File: src/rtl/cfg_src_pkg.sv
package cfg_src_pkg;

  typedef enum logic [0:0] {
    ST_ARMED = 1'b0,
    ST_SPENT = 1'b1
  } src_state_e;

  function automatic int addr_width(input int depth);
    return (depth > 1) ? $clog2(depth) : 1;
  endfunction

endpackage

File: src/rtl/cfg_src_rst_sync.sv
module cfg_src_rst_sync #(
  parameter int STAGES = 2
) (
  input  logic clk_i,
  input  logic rst_ni,
  output logic rst_no
);

  logic [STAGES-1:0] sync_q;
  logic [STAGES:0]   sync_ext;

  assign sync_ext = {sync_q, 1'b1};

  always_ff @(posedge clk_i or negedge rst_ni) begin
    if (!rst_ni) sync_q <= '0;
    else         sync_q <= sync_ext[STAGES-1:0];
  end

  assign rst_no = sync_q[STAGES-1];

endmodule

File: src/rtl/cfg_src_ctrl.sv
module cfg_src_ctrl
  import cfg_src_pkg::*;
(
  input  logic clk_i,
  input  logic rst_ni,
  input  logic rewind_ni,
  input  logic sel_ni,
  input  logic last_i,
  output logic inc_o,
  output logic clr_o,
  output logic drive_o,
  output logic cascade_no
);

  src_state_e state_q, state_d;
  logic       armed;

  assign armed = (state_q == ST_ARMED);

  always_comb begin
    drive_o = rst_ni & rewind_ni & ~sel_ni & armed;
    inc_o   = drive_o;
    clr_o   = ~rewind_ni;
    state_d = state_q;
    if (!rewind_ni)            state_d = ST_ARMED;
    else if (inc_o && last_i)  state_d = ST_SPENT;
  end

  always_ff @(posedge clk_i or negedge rst_ni) begin
    if (!rst_ni) state_q <= ST_ARMED;
    else         state_q <= state_d;
  end

  assign cascade_no = (state_q != ST_SPENT);

  // the exhausted state persists until rewind
  p_spent_sticky_r6: assert property (@(posedge clk_i) disable iff (!rst_ni)
    (state_q == ST_SPENT && rewind_ni) |=> (state_q == ST_SPENT));

  // rewind rearms the controller on the next edge
  p_rearm_r3: assert property (@(posedge clk_i) disable iff (!rst_ni)
    !rewind_ni |=> (state_q == ST_ARMED));

endmodule

File: src/rtl/cfg_src_addr_ctr.sv
module cfg_src_addr_ctr #(
  parameter int DEPTH = 256,
  localparam int AW   = cfg_src_pkg::addr_width(DEPTH)
) (
  input  logic          clk_i,
  input  logic          rst_ni,
  input  logic          clr_i,
  input  logic          inc_i,
  output logic [AW-1:0] addr_o,
  output logic          last_o
);

  localparam logic [AW-1:0] LAST_ADDR = AW'(DEPTH - 1);

  logic [AW-1:0] addr_q, addr_d;

  always_comb begin
    addr_d = addr_q;
    if (clr_i)                addr_d = '0;
    else if (inc_i && !last_o) addr_d = addr_q + AW'(1);
  end

  always_ff @(posedge clk_i or negedge rst_ni) begin
    if (!rst_ni) addr_q <= '0;
    else         addr_q <= addr_d;
  end

  assign addr_o = addr_q;
  assign last_o = (addr_q == LAST_ADDR);

  // the position never leaves the stored range
  p_addr_in_range_r5: assert property (@(posedge clk_i) disable iff (!rst_ni)
    addr_q <= LAST_ADDR);

endmodule

File: src/rtl/cfg_src_bit_rom.sv
module cfg_src_bit_rom #(
  parameter int               DEPTH   = 256,
  parameter logic [DEPTH-1:0] CONTENT = '0,
  localparam int              AW      = cfg_src_pkg::addr_width(DEPTH)
) (
  input  logic [AW-1:0] addr_i,
  output logic          bit_o
);

  always_comb begin
    bit_o = 1'b0;
    for (int i = 0; i < DEPTH; i++) begin
      if (addr_i == AW'(i)) bit_o = CONTENT[i];
    end
  end

endmodule

File: src/rtl/cfg_bitstream_src.sv
module cfg_bitstream_src #(
  parameter int               DEPTH   = 256,
  parameter logic [DEPTH-1:0] CONTENT = '0,
  parameter int               SYNC_STAGES = 2
) (
  input  logic dclk_i,
  input  logic rst_ni,
  input  logic rewind_ni,
  input  logic sel_ni,
  output logic sdo_o,
  output logic sdo_en_o,
  output logic cascade_no
);

  localparam int AW = cfg_src_pkg::addr_width(DEPTH);

  logic          rst_sync_n;
  logic          inc, clr, drive, last, rom_bit;
  logic [AW-1:0] addr;

  cfg_src_rst_sync #(.STAGES(SYNC_STAGES)) u_rst_sync (
    .clk_i  (dclk_i),
    .rst_ni (rst_ni),
    .rst_no (rst_sync_n)
  );

  cfg_src_ctrl u_ctrl (
    .clk_i      (dclk_i),
    .rst_ni     (rst_sync_n),
    .rewind_ni  (rewind_ni),
    .sel_ni     (sel_ni),
    .last_i     (last),
    .inc_o      (inc),
    .clr_o      (clr),
    .drive_o    (drive),
    .cascade_no (cascade_no)
  );

  cfg_src_addr_ctr #(.DEPTH(DEPTH)) u_addr (
    .clk_i  (dclk_i),
    .rst_ni (rst_sync_n),
    .clr_i  (clr),
    .inc_i  (inc),
    .addr_o (addr),
    .last_o (last)
  );

  cfg_src_bit_rom #(.DEPTH(DEPTH), .CONTENT(CONTENT)) u_rom (
    .addr_i (addr),
    .bit_o  (rom_bit)
  );

  assign sdo_en_o = drive;
  assign sdo_o    = drive & rom_bit;

  // nothing is driven while the synchronised reset is low
  p_reset_quiet_r1: assert property (@(posedge dclk_i)
    !rst_sync_n |-> (!sdo_en_o && cascade_no));

  // rewind releases the output regardless of select
  p_rewind_tristate_r2: assert property (@(posedge dclk_i) disable iff (!rst_sync_n)
    !rewind_ni |-> !sdo_en_o);

  // a rewind edge returns to bit 0 with the cascade output high
  p_clear_on_rewind_r3: assert property (@(posedge dclk_i) disable iff (!rst_sync_n)
    !rewind_ni |=> (addr == '0 && cascade_no));

  // deselected means undriven and holding position
  p_hold_deselected_r4: assert property (@(posedge dclk_i) disable iff (!rst_sync_n)
    (rewind_ni && sel_ni) |=> $stable(addr));

  // each driven edge before the last bit moves one step
  p_step_r5: assert property (@(posedge dclk_i) disable iff (!rst_sync_n)
    (sdo_en_o && !last) |=> (addr == $past(addr) + AW'(1)));

  // an exhausted array never drives
  p_spent_tristate_r6: assert property (@(posedge dclk_i) disable iff (!rst_sync_n)
    !cascade_no |-> !sdo_en_o);

  // undriven data reads zero
  p_zero_when_idle_r7: assert property (@(posedge dclk_i) disable iff (!rst_sync_n)
    !sdo_en_o |-> !sdo_o);

endmodule

File: config.mk
export PLATFORM = sky130hd
export DESIGN_NAME = cfg_bitstream_src
export DESIGN_NICKNAME = d
export VERILOG_FILES = /design/src/rtl/cfg_src_pkg.sv /design/src/rtl/cfg_src_rst_sync.sv /design/src/rtl/cfg_src_ctrl.sv /design/src/rtl/cfg_src_addr_ctr.sv /design/src/rtl/cfg_src_bit_rom.sv /design/src/rtl/cfg_bitstream_src.sv
export SDC_FILE = /design/constraint.sdc
export NUM_CORES = 1
export LEC_CHECK = 0
export BUFFER_PORTS_ARGS = -buffer_cell sky130_fd_sc_hd__buf_2
export CAP_MARGIN = 20
export CORE_MARGIN = 2
export CORE_UTILIZATION = 30
export DETAILED_ROUTE_END_ITERATION = 8
export PLACE_DENSITY = 0.47
export SYNTH_ARGS = -nofsm -noshare
export SYNTH_HDL_FRONTEND = slang
export SYNTH_SLANG_ARGS = --single-unit
File: constraint.sdc
create_clock -name dclk_i -period 1.1 [get_ports dclk_i]
set_input_delay 0.11 -clock dclk_i [delete_from_list [all_inputs] [get_ports dclk_i]]
set_output_delay 0.11 -clock dclk_i [all_outputs]
set_load 0.005 [all_outputs]
Word-level counts from Yosys, hierarchy flattened
Index checks and enable logic that the tools add are counted.
Storage, ports and cells
  register bits after elaboration: 11
  latch bits: 0
  RAM bits: 0
  ROM bits: 0
  bits of input ports: 4
  output and inout bits: 3
  memories kept: 0
Operators by class
  add/subtract/negate cells: 1
  multiply operators: 0
  divide/modulo/power cells: 0
  $lt $le $gt $ge: 0
  equality and inequality tests: 3
  shift-type cells: 0
  mux-type cells: 4
  bitwise operators: 5
  reductions and logical operators: 3
Operators with widths (number)
  two-way mux 8 bit: 2
  adder 8 x 1 -> 8 bit (second input constant): 1
  == test 8 bit (second input constant): 1
  inequality test 2 x 1 -> 1 bit (second input constant): 2
  bitwise AND 1 bit: 3
  logical AND 1 bit: 2
  two-way mux 1 bit: 2
  NOT 1 bit: 2
  logical NOT 1 bit: 1

Longest topological paths before layout
  depth in word-level cells: 6
  mapped depth: 6
  depth with buffers taken out: 5

Modules after synthesis
Synthesis repeated with hierarchy kept, for this count alone.
Second synthesis, totals
  cell total of the unflattened synthesis: 60
  area total of the unflattened synthesis: 608.1 µm²
Modules (own cells, without submodules)
  cfg_src_addr_ctr: instances 1, cells each 47, area an instance 469.2 µm², sequential area each 200.2 µm²
  cfg_src_ctrl: instances 1, cells each 7, area an instance 67.6 µm², sequential area each 25.0 µm²
  cfg_src_rst_sync: instances 1, cells each 3, area an instance 53.8 µm², sequential area each 50.0 µm²
  cfg_src_bit_rom: instances 1, cells each 2, area an instance 11.3 µm², sequential area each 0.0 µm²
  cfg_bitstream_src: instances 1, cells each 1, area an instance 6.3 µm², sequential area each 0.0 µm²

Worst setup path before layout
No wires, ideal clock.
  kind: reg-to-reg
  start: register u_rst_sync.sync_q[1]
  end: register u_addr.addr_q[7], in the netlist u_addr.addr_o[7]
  setup time: 0.078 ns
  arrival: 1.481 ns
  required time: 1.022 ns
  slack: -0.459 ns
  cell stages (with the launch flop): 5
  clock period less this slack: 1.559 ns
  path through: dfrtp_1 > and4bb_4 > o21ai_2 > or4_1 > a21boi_1
On the way
  longest elaborated chain between the ends: 5
RTL lines
  start: declaration: RTL line cfg_src_rst_sync.sv:9  | logic [STAGES-1:0] sync_q;
  start signal: assignment: RTL line cfg_src_rst_sync.sv:16  | else sync_q <= sync_ext[STAGES-1:0];
  bitwise AND 1 bit (3 in a row): RTL line cfg_src_ctrl.sv:21  | drive_o = rst_ni & rewind_ni & ~sel_ni & armed;
  via sdo_en_o: RTL line cfg_bitstream_src.sv:11  | output logic sdo_en_o,
  logical AND 1 bit: RTL line cfg_src_addr_ctr.sv:20  | else if (inc_i && !last_o) addr_d = addr_q + AW'(1);
  inequality test 2 x 1 -> 1 bit (no source line)
  end signal: assignment: RTL line cfg_src_addr_ctr.sv:25  | else addr_q <= addr_d;
  end: declaration: RTL line cfg_src_addr_ctr.sv:15  | logic [AW-1:0] addr_q, addr_d;
The timed path passes the listed nets, and every way through them passes these cells.
A chain may end at the register's enable or synchronous reset.

Worst setup path in the final report
  start: register u_ctrl.state_q
  end: register u_addr.addr_q[5], in the netlist u_addr.addr_o[5]
On the way
  longest elaborated chain between the ends: 4
RTL lines
  start: declaration: RTL line cfg_src_ctrl.sv:15  | src_state_e state_q, state_d;
  start signal: assignment: RTL line cfg_src_ctrl.sv:31  | else state_q <= state_d;
  NOT 1 bit: RTL line cfg_src_ctrl.sv:18  | assign armed = (state_q == ST_ARMED);
  bitwise AND 1 bit: RTL line cfg_src_ctrl.sv:21
  logical AND 1 bit: RTL line cfg_src_addr_ctr.sv:20
  inequality test 2 x 1 -> 1 bit (no source line)
Every way passes these cells.

==> results.md <==
* EDFF count, synth at 0
* Register area share after synthesis at 0.521
* Initial antenna violation count at 0
* Register area at 277 um2
* PnR worst setup slack at -0.360 ns
* Max Slew Vio Count at 0
* P_leak at 0.351 nW
* Die area at 2110 um2
* Crit Path Category: reg2reg
* R2R Setup Slk at -0.36 ns
* Vias in the first global route at 463
* Mapped Cells at 50
* Top cells by area, synth: dfrtp_1 (52%), nand3_1 (5.7%), o31ai_1 (4.3%)
* Clock sinks at 11
* Final setup viols at 10
* Post-route ant nets at 0
* Setup crit end kind: flip-flop
* Hold Path Class: in2async
* Placement Setup Slack at -0.391 ns
* Status: finished with violations
* Fmax at 685 MHz
* Fin nets at 85
* Count leader, synth: dfrtp_1
* Area Overhead vs Synth at 53.8%
* Post-Syn Nets at 55
* Vias per cell at 5.09
* CTS buffer count at 3
* Main synth FF type: dfrtp_1
* Critical Path RT at 1.23 ns
* Buffers on Ports at 5
* GPL Wtd Cong at 0.759
* Final hold vios at 0
* Netlist cell types at 22
* Pwr/cell area at 970 nW/um2
* Core ar. at 1690 um2
* Yosys warnings at 0
* Worst VDD drop at 435 uV
* Die Y at 46.0 um
* DRT iter0 DRCs at 4
* Congestion Overflow GR at 0
* Worst Setup EP: u_addr.addr_o[5]
* Dpl cell area at 693 um2
* Residual DRC at 0
* H-tree Lvls at 1
* Violated checks: setup timing
* Cell area after layout at 812 um2
* Tot Pwr at 0.788 mW
* Min cycle time layout at 1.46 ns
* Mean Syn Cell Area at 10.6 um2
* Register bit total from synthesis at 11
* Reg2Reg Depth at 4
* Reg clk slew, reported paths at 0.07 ns
* Clock tree buffer depth at 2
* Worst Path Arrival at 1.59 ns
* Reg-to-reg endpoint: u_addr.addr_o[5]
* Drt wl/cell at 14.2 um
* Row cnt at 15
* Total Routing Usage GR at 0.153
* Final Cycle Share at 1.33
* Number of fill cells at 167
* Share of the synthesized area in the top cell type at 0.521
* Clk Latency, worst-skew pair at 0.27 ns
* Final HPWL DP at 934 um
* Root Driver: clkbuf_4
* Reg-to-reg critical path startpoint: u_ctrl.state_q
* Vias at 489
* Unrepaired setup endpoints after global routing: yes
* Post-synth ARST share at 1.00
* Die Width at 46.0 um
* Crit start category: flip-flop
* Worst Path Max Fanout at 7
* Top cells by count, synth: dfrtp_1 (11), nand3_1 (6), inv_1 (3), nand2_1 (3), o31ai_1 (3)
* Initial Utilization at 0.313
* Drt first pass iters at 4
* Largest net degree at the start of global routing at 10
* Final Skew at 0.000798 ns
* IO Pins at 7
* Share of layout cells above drive strength 1 at 0.481
* CP Launch Point: u_ctrl.state_q
* Ant diodes at 0
* Post-Syn Area at 528 um2
* Final WL at 1360 um
* First-pass GRT wire length at 2090 um
* Area occupied by multi-input gates at 269 um2
* Max Cap Viol at 0
* Synth area leader: dfrtp_1
* CTS tree: yes
timing repair:
item / CTS / global route
setup endpoints to repair: 10 / 10
hold buffers: 1 / 0
resized for setup: 6 / 6
setup buffers: 4 / 2
gates cloned: 0 / 0
pin swaps: 4 / 5
hold endpoints to repair: 2 / 0
worst min path at each step:
stage / start / to / slack (ns)
after global routing: rst_ni / u_rst_sync.sync_q[1] / 0.13
after CTS: rst_ni / u_rst_sync.sync_q[1] / 0.14
after detailed placement: rst_ni / u_rst_sync.sync_q[0] / -0.10
after global placement: rst_ni / u_rst_sync.sync_q[0] / -0.10
final: rst_ni / u_rst_sync.sync_q[1] / 0.14
after floorplan: rst_ni / u_rst_sync.sync_q[0] / -0.19
critical path: stages, from the launching register on:
cell      delay, ns
dfrtp_1        0.37
and4bb_4       0.36
o21ai_4        0.09
o311ai_1       0.36
o41ai_2        0.15
sequential cells by signal, summed over array words and instances, names as in the netlist:
| name | cells |
|---|---|
| u_addr.addr_o | 8 |
| u_rst_sync.sync_q | 2 |
| u_ctrl.state_q | 1 |
final cells by class:
cell class,instances,share of cell area
sequential,11,0.341
inverter,3,0.0139
tap,17,0.0262
clock buffer,4,0.0324
timing repair buffer,28,0.256
multi-input combinational,33,0.331
through the flow:
stage	hold WS, ns	std cells	utilization	setup TNS, ns
floorplan	-0.186	50	-	-1.89
global placement	-0.104	86	0.410	-2.06
detailed placement	-0.103	86	0.410	-2.16
CTS	0.140	94	0.456	-2.53
global route	0.128	96	0.481	-3.43
finish	0.144	96	0.481	-2.82
layout by cell type (no fill, tap or decap):
master,instances
dfrtp_2,1
nand2_1,3
clkbuf_4,3
o21ai_4,1
o311ai_1,1
buf_2,5
conb_1,2
nand3_4,1
ha_4,1
dlygate4sd3_1,1
nand3_1,4
and4bb_4,1
o41ai_2,1
o21a_1,2
clkbuf_1,1
o31ai_1,3
o211ai_1,2
dfrtp_1,10
nand3_2,1
buf_6,2
nor2_2,1
a21boi_1,2
o21ai_1,2
nor3_1,1
buf_4,20
o41ai_1,1
or4_1,1
inv_1,3
nand4_1,1
o311ai_0,1
where the power goes:
group / internal [mW] / switching, mW
clock network: 0.140 / 0.146
logic: 0.0443 / 0.0381
registers: 0.413 / 0.00644
metal layers:
metal / routed length (um) / track usage
met1: 613 / 0.166
met4: 31 / 0.103
met2: 671 / 0.258
met3: 44 / 0.0357
met5: 0 / 0
logic make-up after synthesis:
| logic type | after synthesis | share of synthesized area |
|---|---|---|
| adders and majority gates | 1 | 0.0237 |
| buffers and inverters | 6 | 0.0592 |
| and+or+nand+nor | 14 | 0.152 |
| DFF | 11 | 0.521 |
| other | 2 | 0.0142 |
| AOI/OAI and AO/OA | 16 | 0.230 |
No activity file was read; power rests on OpenSTA's default activity.
